[config.mk]
export PLATFORM = sky130hd
export DESIGN_NAME = insn_cycle_seq
export DESIGN_NICKNAME = d
export VERILOG_FILES = /design/src/rtl/insn_seq_pkg.sv /design/src/rtl/seq_ctrl.sv /design/src/rtl/seq_dpath.sv /design/src/rtl/insn_cycle_seq.sv
export SDC_FILE = /design/constraint.sdc
export NUM_CORES = 1
export LEC_CHECK = 0
export ABC_AREA = 1
export CAP_MARGIN = 30
export CORE_AREA = 2 2 61 51
export DETAILED_ROUTE_END_ITERATION = 10
export DIE_AREA = 0 0 63 53
export GPL_TIMING_DRIVEN = 0
export PLACE_DENSITY = 0.87
export SLEW_MARGIN = 25
export SYNTH_ARGS = -nofsm -noshare
export SYNTH_HDL_FRONTEND = slang
export SYNTH_HIERARCHICAL = 1
export SYNTH_SLANG_ARGS = --single-unit
export TNS_END_PERCENT = 50
[constraint.sdc]
create_clock -name clk -period 1.4 [get_ports clk]
set_input_delay 0.14 -clock clk [delete_from_list [all_inputs] [get_ports clk]]
set_output_delay 0.14 -clock clk [all_outputs]
set_load 0.02 [all_outputs]
[src/rtl/insn_seq_pkg.sv]
package insn_seq_pkg;
  localparam int WORD_W = 14;
  localparam int PHASES = 4;
  localparam int ADDR_W = 7;
  localparam int BITP_W = 3;
  localparam int LIT_W  = 11;

  typedef enum logic [2:0] {
    CLS_NOP  = 3'd0,
    CLS_BYTE = 3'd1,
    CLS_BIT  = 3'd2,
    CLS_LIT  = 3'd3,
    CLS_JUMP = 3'd4
  } insn_class_e;

  typedef struct packed {
    logic loadIr;
    logic squash;
  } seq_ctl_t;
endpackage

[src/rtl/seq_ctrl.sv]
module seq_ctrl
  import insn_seq_pkg::*;
#(
  parameter int NUM_PH = PHASES
) (
  input  logic              clk,
  input  logic              rst,
  input  logic              flushReq,
  output logic [NUM_PH-1:0] phaseStb,
  output seq_ctl_t          ctl
);
  localparam int PH_W = (NUM_PH > 1) ? $clog2(NUM_PH) : 1;

  logic [PH_W-1:0] phase;
  logic lastPhase;
  logic flushActive;

  assign lastPhase = (phase == PH_W'(NUM_PH - 1));

  always_ff @(posedge clk) begin
    if (rst) begin
      phase       <= '0;
      flushActive <= 1'b0;
    end else begin
      phase <= lastPhase ? '0 : phase + 1'b1;
      if (lastPhase) flushActive <= flushReq;
    end
  end

  for (genvar g = 0; g < NUM_PH; g++) begin : g_stb
    assign phaseStb[g] = (phase == PH_W'(g));
  end

  assign ctl.loadIr = lastPhase;
  assign ctl.squash = flushActive;

  // one strobe at a time, stepping and wrapping
  p_one_phase_r1: assert property (@(posedge clk) disable iff (rst)
    $countones(phaseStb) == 1);
  p_wrap_r1: assert property (@(posedge clk) disable iff (rst)
    phaseStb[NUM_PH-1] |=> phaseStb[0]);
  p_step_r1: assert property (@(posedge clk) disable iff (rst)
    phaseStb[0] |=> phaseStb[1]);
  // flush state only changes at the cycle boundary
  p_flush_hold_r8: assert property (@(posedge clk) disable iff (rst)
    !phaseStb[NUM_PH-1] |=> $stable(ctl.squash));
endmodule

[src/rtl/seq_dpath.sv]
module seq_dpath
  import insn_seq_pkg::*;
(
  input  logic              clk,
  input  logic              rst,
  input  logic [WORD_W-1:0] fetchWord,
  input  seq_ctl_t          ctl,
  output logic [2:0]        insnClass,
  output logic [ADDR_W-1:0] fileAddr,
  output logic [BITP_W-1:0] bitPos,
  output logic [LIT_W-1:0]  literal,
  output logic              destFile,
  output logic              wrW,
  output logic              wrFile
);
  localparam logic [WORD_W-1:0] NOP_WORD = '0;
  localparam logic [3:0] LIT_HOLE = 4'b1011;

  logic [WORD_W-1:0] ir;
  insn_class_e rawCls;
  logic rawW, rawF;

  always_ff @(posedge clk) begin
    if (rst)             ir <= NOP_WORD;
    else if (ctl.loadIr) ir <= fetchWord;
  end

  always_comb begin
    rawCls = CLS_NOP;
    rawW   = 1'b0;
    rawF   = 1'b0;
    unique case (ir[13:12])
      2'b00: begin
        if (ir[11:8] != 4'd0 || ir[7]) begin
          rawCls = CLS_BYTE;
          rawW   = ~ir[7];
          rawF   = ir[7];
        end
      end
      2'b01: begin
        rawCls = CLS_BIT;
        rawF   = ~ir[11];
      end
      2'b10: rawCls = CLS_JUMP;
      2'b11: begin
        if (ir[11:8] != LIT_HOLE) begin
          rawCls = CLS_LIT;
          rawW   = 1'b1;
        end
      end
      default: rawCls = CLS_NOP;
    endcase
  end

  assign fileAddr  = ir[ADDR_W-1:0];
  assign bitPos    = ir[9:7];
  assign destFile  = ir[7];
  assign literal   = (ir[13:12] == 2'b10) ? ir[LIT_W-1:0] : {3'b000, ir[7:0]};
  assign insnClass = ctl.squash ? CLS_NOP : rawCls;
  assign wrW       = rawW & ~ctl.squash;
  assign wrFile    = rawF & ~ctl.squash;

  // latched word only changes on the phase-4 load
  p_ir_hold_r2: assert property (@(posedge clk) disable iff (rst)
    !ctl.loadIr |=> $stable(ir));
  // squashed cycle writes nothing
  p_squash_r8: assert property (@(posedge clk) disable iff (rst)
    ctl.squash |-> (insnClass == CLS_NOP && !wrW && !wrFile));
  // never both destinations
  p_excl_r4: assert property (@(posedge clk) disable iff (rst)
    !(wrW && wrFile));
  // literal class always targets W
  p_lit_w_r6: assert property (@(posedge clk) disable iff (rst)
    (insnClass == CLS_LIT) |-> (wrW && !wrFile));
endmodule

[src/rtl/insn_cycle_seq.sv]
module insn_cycle_seq
  import insn_seq_pkg::*;
(
  input  logic        clk,
  input  logic        rst,
  input  logic [13:0] fetchWord,
  input  logic        flushReq,
  output logic [3:0]  phaseStb,
  output logic [2:0]  insnClass,
  output logic [6:0]  fileAddr,
  output logic [2:0]  bitPos,
  output logic [10:0] literal,
  output logic        destFile,
  output logic        wrW,
  output logic        wrFile,
  output logic        flushCycle
);
  seq_ctl_t ctl;

  seq_ctrl #(.NUM_PH(PHASES)) u_ctrl (
    .clk(clk), .rst(rst), .flushReq(flushReq),
    .phaseStb(phaseStb), .ctl(ctl)
  );

  seq_dpath u_dpath (
    .clk(clk), .rst(rst), .fetchWord(fetchWord), .ctl(ctl),
    .insnClass(insnClass), .fileAddr(fileAddr), .bitPos(bitPos),
    .literal(literal), .destFile(destFile), .wrW(wrW), .wrFile(wrFile)
  );

  assign flushCycle = ctl.squash;

  // flush indication never set right after reset
  p_reset_flush_r9: assert property (@(posedge clk)
    $past(rst) |-> !flushCycle);
endmodule

==> flow_summary.ini <==
[run_status]
status = finished with violations
violations = setup timing

[sta]
finalHoldViolations = 0
clock_skew_ns = 0.00137
finalWorstSetupSlack_ns = -0.138
maxSlewHeadroom_pct = 72.3
worst_pin_slew_ns = 0.414
rsz0062_at_grt = yes
drv_slew = 0
finalCritPeriodShare_pct = 110
finalCriticalPeriod_ns = 1.54
setup_viol = 5
fmax_mhz = 650
fin_tns_setup_ns = -0.482

[routing]
wl_met3_um = 139
drt_iter0_drc = 15
vias = 1003
wl_per_cell_um = 10.7
vias_per_cell = 4.25
topRoutingLayerUsed = met3
wirelength_um = 2530
wl_met1_um = 1060
drt-pass1-iter-count = 3
wl_met2_um = 1330
drcViolationCount = 0
antenna_left = 0

[worst_hold_path]
worstHoldPathType = input port to flip-flop
hold_depth = 3

[critical_path]
end_kind = output port
crit_fanout = 4
reg2reg_slack_ns = 0.18
rr_startpoint = u_ctrl/phase[0]
critPathKind = flip-flop to output port
worstPathCellList = inv_4, ha_4, or2_1, a21oi_2, buf_4
crit_start = u_dpath/ir[12]
r2r_cells = 6
setup.worst_path.start_class = flip-flop
cpPeakStageDelay_ns = 0.37
critPathCapture = wrW
r2r_end = u_dpath/ir[0]
worstPathArrival_ns = 1.40
cp.required_ns = 1.26
slowest_stage = dfxtp_2

[logic_synthesis]
ys_seq_area_share_pct = 31.6
synthMuxAreaShare_pct = 0
ys_types = 18
synth_nets = 164
ys_warn_count = 6
ys_seq_elements = 17
synth_simple_gate_area_share_pct = 20.9
avgSynthCellArea_sq_um = 7.87
yosys.area_share.adder_pct = 11.6
syn_area_sq_mm = 0.00108
synth-xor-area-share_pct = 0
synth_top_family_by_area = buffers and inverters
netlist_instances = 137
synth_compound_area_share_pct = 13.3

[final_layout]
layout_commonest_cell = buf_4
mostFrequentLayoutCells = 53 x buf_4, 27 x nand2_1, 16 x clkdlybuf4s50_1
n_antenna_cell = 0
utilization_pct = 63.5
drive_above_1_share_pct = 50.0
layout.nets = 226
area_growth_pct = 59.0

[pwr]
vdd_drop_max_v = 0.000440
leakage_nw = 0.834
power.density_mw_per_mm2 = 751
total_power_w = 0.00129

[floorplan]
initial_utilization_pct = 39.9
die_w_um = 63
dieArea_sq_mm = 0.00334
coreArea_sq_mm = 0.00270
io_pins = 49
std_cell_rows = 17
die_h_um = 53

[placement]
routabilityCongestion = 0.776
place_ws_ns = -0.443
detailed_place_hpwl_um = 1760
io_buffers = 48

[global_routing]
first_global_vias = 821
grt_pass1_wl_um = 3650
overflow = 0
grt_antenna_before_repair = 0
grt_usage_pct = 13.9
grt_max_degree = 11

[run]
max-cap-violations = 0

[clocking]
clockBufferDepth = 2
ctsHoldBuffers = 0
cts_htree_levels = 1
cts_buffers = 3
clkTransAtPathRegs_ns = 0.09
cts_tree = done
clockRootBuffer = clkbuf_4
insertion_delay_ns = 0.28
cts.sinks = 17
[cell usage after synthesis]
| cell | n | area, sq um |
|---|---|---|
| a211oi_2 | 3 | 37.5 |
| a21oi_1 | 8 | 40.0 |
| a21oi_2 | 7 | 61.3 |
| buf_4 | 23 | 173 |
| buf_6 | 1 | 11.3 |
| dfxtp_1 | 17 | 340 |
| ha_1 | 10 | 125 |
| inv_1 | 15 | 56.3 |
| inv_2 | 1 | 3.75 |
| nand2_1 | 28 | 105 |
| nand2_2 | 7 | 43.8 |
| nand3_1 | 1 | 5.00 |
| nor2_1 | 11 | 41.3 |
| nor2_2 | 1 | 6.26 |
| nor3_1 | 1 | 5.00 |
| nor3b_2 | 1 | 12.5 |
| o21ai_0 | 1 | 5.00 |
| or2_1 | 1 | 6.26 |
[through the flow]
step / area [sq um] / instances / hold slack, ns
global route: 1720 / 236 / 0.396
floorplan: 1080 / 137 / 0.209
CTS: 1650 / 233 / 0.393
detailed placement: 1610 / 223 / 0.474
finish: 1720 / 236 / 0.403
global placement: 1610 / 223 / 0.469
[power by group]
part	leakage (nW)	internal (W)	switching, W
Sequential	0.141	0.000514	0.0000347
Combinational	0.678	0.000242	0.000238
Clock	0.0150	0.000111	0.000148
Total	0.834	0.000868	0.000421
[registers in the layout, summed over array words and instances, names as in the netlist]
register and count:
u_ctrl/phase 2, u_ctrl/flushActive 1, u_dpath/ir 14
[worst min path at each step]
stage / slack, ns / start / to
3_3_place_gp: 0.47 / u_dpath/ir[0] / u_dpath/ir[0]
4_1_cts: 0.39 / fetchWord[8] / u_dpath/ir[8]
6_report: 0.40 / fetchWord[8] / u_dpath/ir[8]
2_1_floorplan: 0.21 / rst / u_dpath/ir[7]
3_5_place_dp: 0.47 / u_dpath/ir[0] / u_dpath/ir[0]
5_1_grt: 0.40 / fetchWord[8] / u_dpath/ir[8]
[critical path: cells and delay by family (launching register included)]
family	cells	cell delay (ns)
and+or+nand+nor	1	0.22
adders and majority gates	1	0.23
DFF	1	0.37
AOI/OAI and AO/OA	1	0.10
buffers and inverters	2	0.20
[layout make-up]
class	instances	area, sq um
Inverter	16	65.1
Multi-Input combinational cell	80	556
Fill cell	254	986
Timing Repair Buffer	57	483
Sequential cell	17	354
Clock buffer	4	26.3
Buffer	24	184
Tap cell	38	47.5
[metal layers]
layer  GRT usage, %  vias up
li1               -      523
met3           4.89        0
met4           2.22        0
met5              0        -
met1           15.8      453
met2           25.9       27
[kinds of logic (layout without fill, tap and decap cells)]
group / count (synthesis) / count (layout)
flip-flops: 17 / 17
AO/OA/AOI/OAI: 19 / 19
AND/OR/NAND/NOR: 51 / 51
buffers and inverters: 40 / 101
adder cells (fa/ha/maj): 10 / 10
[what timing repair did]
item,4_1_cts,5_1_grt
buffers inserted,6,3
endpoints found under the setup margin,32,11
resized for setup,80,20
pin swaps,2,4
(Power assumes the default switching activity.)
